<file path="src/rtl/sc_uart.sv">
module sc_uart #(
  parameter int OVS = 4,
  parameter int DW  = 8
) (
  input  logic          clk,
  input  logic          rst_n,
  input  logic          bit_tick,
  input  logic          rx_in,
  input  logic          err_en,
  input  logic          rx_rd,
  input  logic [DW-1:0] tx_data,
  input  logic          tx_load,
  output logic          tx_pull,
  output logic [DW-1:0] rx_data,
  output logic          rx_ready,
  output logic          par_err,
  output logic          tx_done,
  output logic          tx_nak
);
  localparam int NB = DW + 3;
  localparam int CW = (OVS > 2) ? $clog2(OVS) : 2;
  localparam int BW = $clog2(NB + 1);
  localparam logic [CW-1:0] MID  = CW'(OVS / 2);
  localparam logic [CW-1:0] LAST = CW'(OVS - 1);
  localparam logic [BW-1:0] PBIT = BW'(DW + 1);
  localparam logic [BW-1:0] SBIT = BW'(NB - 1);

  logic          rx_act, rpar, err_hold;
  logic [CW-1:0] rc;
  logic [BW-1:0] rb;
  logic [DW-1:0] rsh;
  logic          tx_act, pend;
  logic [CW-1:0] tc;
  logic [BW-1:0] tb;
  logic [NB-1:0] tsh;
  logic [DW-1:0] tbuf;
  logic          wr, start;

  assign wr    = bit_tick && rx_act && rc == LAST && rb == PBIT;
  assign start = bit_tick && !tx_act && pend && !err_hold && !rx_act;
  assign tx_pull = (tx_act && !tsh[0]) || err_hold;

  always_ff @(posedge clk or negedge rst_n) begin
    if (!rst_n) begin
      rx_act <= 1'b0;
      rc     <= '0;
      rb     <= '0;
      rsh    <= '0;
      rpar   <= 1'b0;
    end else if (bit_tick) begin
      if (!rx_act) begin
        if (!rx_in && !tx_act && !err_hold) begin
          rx_act <= 1'b1;
          rc     <= '0;
          rb     <= '0;
        end
      end else begin
        if (rc == MID) begin
          if (rb == '0 && rx_in) rx_act <= 1'b0;
          else if (rb >= BW'(1) && rb <= BW'(DW)) rsh <= {rx_in, rsh[DW-1:1]};
          else if (rb == PBIT) rpar <= rx_in;
        end
        if (rc == LAST) begin
          rc <= '0;
          if (rb == SBIT) rx_act <= 1'b0;
          else rb <= rb + 1'b1;
        end else begin
          rc <= rc + 1'b1;
        end
      end
    end
  end

  always_ff @(posedge clk or negedge rst_n) begin
    if (!rst_n) begin
      rx_data  <= '0;
      rx_ready <= 1'b0;
      par_err  <= 1'b0;
      err_hold <= 1'b0;
    end else if (wr) begin
      rx_data  <= rsh;
      rx_ready <= 1'b1;
      par_err  <= ^{rsh, rpar};
      err_hold <= (^{rsh, rpar}) && err_en;
    end else if (rx_rd) begin
      rx_ready <= 1'b0;
      par_err  <= 1'b0;
      err_hold <= 1'b0;
    end
  end

  always_ff @(posedge clk or negedge rst_n) begin
    if (!rst_n) begin
      tx_act  <= 1'b0;
      pend    <= 1'b0;
      tbuf    <= '0;
      tc      <= '0;
      tb      <= '0;
      tsh     <= '1;
      tx_done <= 1'b0;
      tx_nak  <= 1'b0;
    end else begin
      tx_done <= 1'b0;
      if (start) begin
        tx_act <= 1'b1;
        pend   <= 1'b0;
        tsh    <= {1'b1, ^tbuf, tbuf, 1'b0};
        tc     <= '0;
        tb     <= '0;
      end else if (bit_tick && tx_act) begin
        if (tc == MID && tb == SBIT) tx_nak <= !rx_in;
        if (tc == LAST) begin
          tc  <= '0;
          tsh <= {1'b1, tsh[NB-1:1]};
          if (tb == SBIT) begin
            tx_act  <= 1'b0;
            tx_done <= 1'b1;
          end else begin
            tb <= tb + 1'b1;
          end
        end else begin
          tc <= tc + 1'b1;
        end
      end
      if (tx_load) begin
        pend <= 1'b1;
        tbuf <= tx_data;
      end
    end
  end

  a_r1_half_duplex: assert property (@(posedge clk) disable iff (!rst_n)
    !(tx_act && rx_act));
  a_r4_pull_needs_flag: assert property (@(posedge clk) disable iff (!rst_n)
    (tx_pull && !tx_act) |-> par_err);
  a_r4_held_until_read: assert property (@(posedge clk) disable iff (!rst_n)
    (tx_pull && !tx_act && !rx_rd) |=> tx_pull);
  a_r5_signal_enabled: assert property (@(posedge clk) disable iff (!rst_n)
    $rose(err_hold) |-> $past(err_en));
  a_r6_read_clears: assert property (@(posedge clk) disable iff (!rst_n)
    (rx_rd && !wr) |=> (!par_err && !rx_ready && !err_hold));
  a_r7_no_start_held: assert property (@(posedge clk) disable iff (!rst_n)
    $rose(tx_act) |-> !$past(err_hold));
  a_r8_done_single: assert property (@(posedge clk) disable iff (!rst_n)
    tx_done |=> !tx_done);
  a_r8_done_ends_frame: assert property (@(posedge clk) disable iff (!rst_n)
    tx_done |-> (!tx_act && $fell(tx_act)));
endmodule

</file>
<file path="config.mk">
export PLATFORM = sky130hd
export DESIGN_NAME = sc_uart
export DESIGN_NICKNAME = d
export VERILOG_FILES = /design/src/rtl/sc_uart.sv
export SDC_FILE = /design/constraint.sdc
export NUM_CORES = 1
export LEC_CHECK = 0
export CAP_MARGIN = 0
export CORE_AREA = 2 2 76 78
export DETAILED_ROUTE_END_ITERATION = 8
export DIE_AREA = 0 0 78 80
export GPL_TIMING_DRIVEN = 0
export HOLD_SLACK_MARGIN = 0.05
export PLACE_DENSITY = 0.7
export SYNTH_ARGS = -nofsm -noshare
export SYNTH_HDL_FRONTEND = slang
export SYNTH_SLANG_ARGS = --single-unit
</file>
<file path="constraint.sdc">
create_clock -name clk -period 3 [get_ports clk]
set_clock_uncertainty 0.1 [all_clocks]
set_input_delay 0.3 -clock clk [delete_from_list [all_inputs] [get_ports clk]]
set_output_delay 0.3 -clock clk [all_outputs]
set_load 0.02 [all_outputs]
</file>
## Word-level counts from Yosys, hierarchy flattened

Cells that the tools add are included.

- Bits in registers: 56
- Output and inout port bits: 13

- $add $sub $neg: 4
- Magnitude comparators: 2
- Equality and inequality tests: 10
- Multiplexer cells: 37
- Bitwise operators: 3
- Reduce and logical (&&, ||, !) cells: 38

Operators by type and width:

| kind | number |
|---|---|
| two-way mux 11 bit | 3 |
| two-way mux 4 bit | 8 |
| two-way mux 1 bit | 20 |
| logical AND 1 bit | 15 |
| equality test 4 bit (second input constant) | 3 |
| two-way mux 2 bit | 6 |
| nonzero test 2 bit | 6 |
| AND reduction 3 bit | 3 |
| XOR reduction 9 bit | 1 |
| adder 4 x 1 -> 4 bit (second input constant) | 2 |
| equality test 2 bit (second input constant) | 4 |
| XOR reduction 8 bit | 1 |
| AND reduction 6 bit | 1 |
| logical NOT 1 bit | 5 |
| AND reduction 5 bit | 1 |
| adder 2 x 1 -> 2 bit (second input constant) | 2 |
| greater-or-equal comparator 4 x 1 -> 1 bit (second input constant) | 1 |
| less-or-equal comparator 4 bit (second input constant) | 1 |
| logical NOT 4 bit | 1 |
| inequality test 2 bit (second input constant) | 2 |
| AND reduction 2 bit | 2 |
| AND reduction 4 bit | 1 |
| inverter 1 bit | 3 |
| inequality test 2 x 1 -> 1 bit (second input constant) | 1 |
| logical OR 1 bit | 1 |

## Depth between registers and ports, before layout

Gate-level depths: netlist of run 1.

- Word-level depth: 7
- Gate-level depth with buffers: 7

## Worst setup path before layout of run 1

Ideal clock, no wire load.

- Path type: reg2reg
- From: reg rb[0]
- To: reg rsh[7]
- Setup time: 0.125 ns
- Data arrival time: 1.847 ns
- Setup slack: 0.928 ns
- Cell stages (with the launch flop): 6
- Path buffers: 0
- Cells stage by stage: dfrtp_1 -> inv_1 -> ha_1 -> or2b_4 -> a2111oi_4 -> mux2_2

- Longest elaborated chain between the ends: 4

RTL lines:

| item | line | source |
|---|---|---|
| from (decl) | 30 | `logic [BW-1:0] rb;` |
| from (signal assigned) | 66 | `else rb <= rb + 1'b1;` |
| branches (longest 3 deep; another with greater-or-equal comparator 4 x 1 -> 1 bit) | -- |  |
| AND reduction 5 bit (no source line) (*) | -- |  |
| to (signal assigned) | 60 | `else if (rb >= BW'(1) && rb <= BW'(DW)) rsh <= {rx_in, rsh[DW-1:1]};` |
| to (decl) | 31 | `logic [DW-1:0] rsh;` |

Every way passes the cells marked *.
A chain may end at the register's enable or synchronous reset.

## Final worst setup path of run 1

- From: reg rb[0]
- To: reg rsh[1]

The elaborated chain is that of the path after synthesis.

==> results of run 1 <==
per-layer routing:
layer	GRT usage	up-vias
li1	-	880
met1	0.229	869
met2	0.269	41
met3	0.0249	5
met4	0.0737	0
met5	0	-
synthesized netlist by cell type (3+ instances only):
cell | n | area [um2]
dfrtp_1 | 45 | 1130
nand2_1 | 30 | 113
mux2_2 | 25 | 282
nor2_1 | 14 | 52.6
xnor2_1 | 11 | 96.3
dfstp_2 | 10 | 263
ha_1 | 10 | 125
nand3_1 | 10 | 50.1
o21ai_0 | 10 | 50.1
clkbuf_1 | 9 | 33.8
inv_1 | 9 | 33.8
a31oi_1 | 7 | 43.8
nor3_1 | 4 | 20.0
xor2_1 | 4 | 35.0
a21o_1 | 3 | 22.5
a21oi_1 | 3 | 15.0
o31ai_1 | 3 | 22.5
flip-flops by register name, summed over array words and instances, names as in the netlist, 2 cells and up:
signal / flops
tsh: 10
rsh: 8
rx_data: 8
tbuf: 8
rb: 4
tb: 4
rc: 2
tc: 2
layout make-up:
type	instances	area [um2]
Tap cell	72	90.1
Fill cell	490	2310
Inverter	9	33.8
Buffer	11	46.3
Clock buffer	7	86.3
Multi-Input combinational cell	159	1160
Sequential cell	55	1390
Timing Repair Buffer	28	285
Clock inverter	1	5.00
critical path: stages (launching register included):
cell       delay [ns]
dfrtp_1          0.44
inv_1            0.10
ha_1             0.22
or2b_4           0.23
nor3b_1          0.08
a2111oi_4        0.62
mux2_2           0.40
path summary, 6_finish.rpt:
path / start / to / slack [ns] / cells past startpoint
setup / recovery: rb[0] / rsh[1] / 0.70 / 6
hold / removal: tsh[1] / tsh[0] / 0.38 / 2
setup reg to reg: rb[0] / rsh[1] / 0.70 / 6
hold reg to reg: tsh[1] / tsh[0] / 0.38 / 2
max in group asynchronous: rst_n / tsh[0] / 1.68 / 3
min in group asynchronous: rst_n / tb[3] / 0.47 / 2
cell usage in the layout (no fill, tap or decap), types with 2 or more instances in the layout:
master | synthesis | routed
xnor2_1 | 11 | 11
xor2_1 | 4 | 4
clkdlybuf4s50_1 | 0 | 25
ha_1 | 10 | 10
a21o_1 | 3 | 3
dfstp_2 | 10 | 10
a31oi_1 | 7 | 7
clkbuf_1 | 9 | 10
nand4_1 | 2 | 2
o21ai_0 | 10 | 10
clkbuf_8 | 0 | 6
a21oi_1 | 3 | 3
buf_2 | 1 | 2
o31ai_1 | 3 | 3
nand3b_1 | 2 | 2
mux2_2 | 25 | 25
nor3b_1 | 2 | 2
inv_1 | 9 | 9
dfrtp_1 | 45 | 45
nor3_1 | 4 | 4
nand3_1 | 10 | 10
nor2_1 | 14 | 14
nand2_1 | 30 | 30
cell families after synthesis:
kind of cell             Yosys count  synth area share
multiplexers                      26             0.111
AND/OR/NAND/NOR                   73             0.134
flip-flops                        55             0.528
XOR/XNOR                          16            0.0585
buffers and inverters             20            0.0305
AO/OA/AOI/OAI                     34            0.0904
adder cells (fa/ha/maj)           10            0.0476
per-stage QoR:
stage | area, um2 | power, mW | TNS, ns | utilization
2_1_floorplan | 2630 | 1.66 | 0 | -
3_3_place_gp | 2980 | 1.82 | -6.40 | 0.551
3_5_place_dp | 2990 | 1.85 | 0 | 0.554
4_1_cts | 3100 | 2.27 | 0 | 0.573
5_1_grt | 3100 | 2.42 | 0 | 0.573
6_report | 3100 | 2.25 | 0 | 0.573
power breakdown:
| part | switching [mW] | internal, mW |
|---|---|---|
| clock network | 0.229 | 0.187 |
| registers | 0.147 | 0.969 |
| logic | 0.362 | 0.357 |
repair_timing:
item	4_1_cts	5_1_grt
endpoints found under the hold margin	22	0
buffers inserted	0	0
hold buffers	1	0
==> flow_summary_export.csv, run 1 <==
group,metric,value,unit
outcome,status,"finished clean",
floorplanning,die_h,80,um
power,p_leak,1.38,nW
power,power.density,727,nW/um2
routing,top_layer,"met4",
floorplanning,initial_core_util,0.486,
timing,hold_slack,0.380,ns
routing,drt-met1-wl,2370,um
timing,fin_ws,0.701,ns
routing,drt-pass1-iter-count,4,
place,numPortBuffers,26,
power,peakVddDrop,0.356,mV
clocking,clockBufferDepth,2,
routing,ant_nets,0,
global_routing,gr-total-overflow,0,
finish,finalNetCount,294,
yosys,syn_inst,234,
yosys,ys_ff_latch,55,
timing,min_period,2.30,ns
worst_setup_path,cp.required,3.09,ns
timing,drv_slew,0,
timing,finalCritPeriodShare,0.766,
worst_setup_path,crit_path_max_fanout,8,
routing,finalWirelength,4690,um
clocking,cts_root_buf,"clkbuf_8",
floorplanning,io_pins,28,
timing,rsz0062_at_grt,"false",
worst_setup_path,worstSetupEndpointType,"flip-flop",
floorplanning,dieArea,6240,um2
routing,drc,0,
worst_setup_path,critical_path_class,"reg2reg",
clocking,cts_resized,0,
place,place_ws,0.673,ns
worst_setup_path,cp-start-kind,"flip-flop",
global_routing,grt_max_degree,32,
yosys,postSynthAreaPerCell,11.2,um2
job,drv_cap,0,
timing,tightest_slew,0.727,ns
routing,drtIter0Drc,79,
global_routing,grt.total_usage,0.168,
timing,setup_violations,0,
timing,max_freq,0.435,GHz
routing,wl_per_cell,13.7,um
yosys,async_flop_share,1.00,
clocking,cts_tree,"yes",
yosys,ys.flop_type,"dfrtp_1",
worst_hold_path,hold_class,"reg2reg",
routing,viasPerCell,5.25,
global_routing,grt_antenna_before_repair,0,
routing,num_vias,1795,
finish,fin_cells,342,
yosys,synth_edf_count,0,
worst_setup_path,crit_arrival,2.39,ns
yosys,syn_nets,259,
routing,route.met3.wl,157,um
timing,hold_viol_final,0,
routing,wl_met2,2080,um
yosys,synth.distinct_cells,41,
floorplanning,rows,27,
yosys,synth.cell_area,2630,um2
floorplanning,core-area,5410,um2
clocking,numCtsBuffers,5,
timing,timing.slew.headroom,0.510,
finish,area_growth,17.8,%
finish,n_antenna_cell,0,
place,routabilityCongestion,0.786,
clocking,clk_pin_slew,0.09,ns
finish,drive_gt1_frac,0.185,
place,place_hpwl,3290,um
global_routing,grt_pass1_vias,1771,
clocking,h-tree-depth,2,
clocking,clk_latency,0.30,ns
place,place_inst,333,
floorplanning,dieWidth,78,um
clocking,cts.sinks,55,
yosys,seq_area_frac_synth,0.528,
yosys,synth_warnings,0,
global_routing,grt_pass1_wl,8240,um
Power figures use the tool's default switching activity.
==> run 2, diff against run 1 <==
==> constraint.sdc (replaced) <==
create_clock -name clk -period 2.4 [get_ports clk]
set_clock_uncertainty 0.1 [all_clocks]
set_input_delay 0.24 -clock clk [delete_from_list [all_inputs] [get_ports clk]]
set_output_delay 0.24 -clock clk [all_outputs]
set_load 0.02 [all_outputs]
==> flow_summary_export.csv, run 2 (synthesis gave the netlist of run 1 again) <==
group,metric,value,unit
worst_setup_path,critical_path_class,"reg2reg",
routing,finalWirelength,4690,um
timing,tns,0,ns
job,drv_cap,0,
timing,tightest_slew,0.727,ns
worst_setup_path,cp-start-kind,"flip-flop",
routing,ant_nets,0,
worst_setup_path,path_cells,"inv_1 > ha_1 > or2b_4 > a2111oi_4 > mux2_2",
floorplanning,core-area,5410,um2
routing,num_vias,1794,
finish,area_growth,17.8,%
worst_setup_path,critical-path-top-delay-family,"compound AO/OA/AOI/OAI gates",
global_routing,grt_antenna_before_repair,0,
clocking,cts_resized,0,
finish,drive_gt1_frac,0.185,
power,peakVddDrop,0.445,mV
routing,drc,0,
global_routing,grt.total_usage,0.168,
floorplanning,rows,27,
timing,setup_violations,0,
global_routing,grt_max_degree,32,
worst_setup_path,cp_slowest_cell,"a2111oi_4",
clocking,clk_latency,0.30,ns
timing,drv_slew,0,
finish,layout_commonest_cell,"dfrtp_1",
worst_setup_path,crit_buf_inv,1,
global_routing,grt_pass1_vias,1771,
finish,largest_reg_flops,10,
floorplanning,dieArea,6240,um2
timing,fin_ws,0.117,ns
clocking,h-tree-depth,2,
clocking,cts_root_buf,"clkbuf_8",
outcome,status,"finished clean",
worst_setup_path,crit_path_max_fanout,8,
timing,max_freq,0.438,GHz
finish,finalNetCount,294,
timing,hold_viol_final,0,
timing,rsz0062_at_grt,"false",
clocking,clk_pin_slew,0.09,ns
floorplanning,io_pins,28,
worst_setup_path,worstSetupEndpointType,"flip-flop",
global_routing,grt_pass1_wl,8240,um
place,place_hpwl,3290,um
floorplanning,initial_core_util,0.486,
global_routing,gr-total-overflow,0,
clocking,numCtsBuffers,5,
finish,regMostFlops,"tsh",
timing,min_period,2.28,ns
clocking,clockBufferDepth,2,
power,power.density,909,nW/um2
floorplanning,dieWidth,78,um
timing,finalCritPeriodShare,0.951,
clocking,cts.sinks,55,
finish,n_antenna_cell,0,
routing,drt-pass1-iter-count,4,
clocking,cts_tree,"yes",
place,routabilityCongestion,0.786,
worst_setup_path,crit_arrival,2.37,ns
floorplanning,die_h,80,um
timing,timing.slew.headroom,0.510,
routing,drtIter0Drc,70,
place,numPortBuffers,26,
finish,fillerInstances,490,
finish,final_cell_mix,"45 x dfrtp_1, 30 x nand2_1, 25 x mux2_2, 25 x clkdlybuf4s50_1, 14 x nor2_1",
routing,wl_per_cell,13.7,um
worst_setup_path,slowest_delay,0.64,ns
place,place_ws,0.111,ns
clocking,cts_setup_buffers,0,
worst_hold_path,hold_class,"in2reg",
power,p_leak,1.38,nW
routing,viasPerCell,5.25,
worst_setup_path,cp.required,2.49,ns
## run 2: layer usage
metal / wire [um] / up-vias / global-route usage
met5: 0 / - / 0
met4: 82 / 0 / 0.0737
met3: 152 / 5 / 0.0249
met2: 2080 / 39 / 0.269
met1: 2380 / 870 / 0.229
li1: - / 880 / -
## run 2: repair_timing
action                     4_1_cts  5_1_grt
setup endpoints to repair        0        1
hold buffers                     1        0
hold endpoints to repair        22        0
## run 2: layout make-up
cell class	count	area, um2	area share
flip-flops and latches	55	1390	0.449
multi-input cells	159	1160	0.375
clock buffers	7	86.3	0.0279
inverters	9	33.8	0.0109
plain buffers	11	46.3	0.0150
well taps	72	90.1	0.0291
repair buffers	28	285	0.0922
clock inverters	1	5.00	0.00162
## run 2: through the flow
step / hold slack (ns) / utilization / total power, mW / std cells / area, um2
after CTS: 0.342 / 0.573 / 2.84 / 342 / 3100
after global routing: 0.404 / 0.573 / 3.02 / 342 / 3100
after floorplan: -0.156 / - / 2.07 / 234 / 2630
after global placement: 0.360 / 0.551 / 2.28 / 332 / 2980
after detailed placement: 0.234 / 0.554 / 2.31 / 333 / 2990
final: 0.326 / 0.573 / 2.81 / 342 / 3100
## run 2: worst paths after layout
check                             start  endpoint  slack, ns  cells after the start
worst max-delay path              rb[0]    rsh[1]       0.12                      5
worst min-delay path            tx_load      pend       0.33                      2
max in group asynchronous         rst_n    tsh[0]       1.14                      3
min in group asynchronous         rst_n     tb[3]       0.41                      2
worst max register to register    rb[0]    rsh[1]       0.12                      5
worst min register to register   tsh[1]    tsh[0]       0.38                      2
## run 2: where the power goes
part	internal, mW	switching, mW
logic	0.447	0.452
registers	1.21	0.183
clock network	0.234	0.286
total	1.89	0.922
==> run 3, diff against run 2 <==
==> constraint.sdc (replaced) <==
create_clock -name clk -period 2.8 [get_ports clk]
set_clock_uncertainty 0.1 [all_clocks]
set_input_delay 0.28 -clock clk [delete_from_list [all_inputs] [get_ports clk]]
set_output_delay 0.28 -clock clk [all_outputs]
set_load 0.02 [all_outputs]
==> results of run 3 <==
Same layout as run 1 (identical final DEF). Status: finished clean.
Among the figures that moved: setup slack after placement 0.673 ns -> 0.493 ns; setup slack after layout 0.701 ns -> 0.501 ns; hold slack 0.380 ns -> 0.366 ns; register-to-register setup slack 0.70 ns -> 0.50 ns; end point of the worst hold path tsh[0] -> pend; total power 2.25 mW -> 2.41 mW; worst IR drop on VDD 0.356 mV -> 0.382 mV
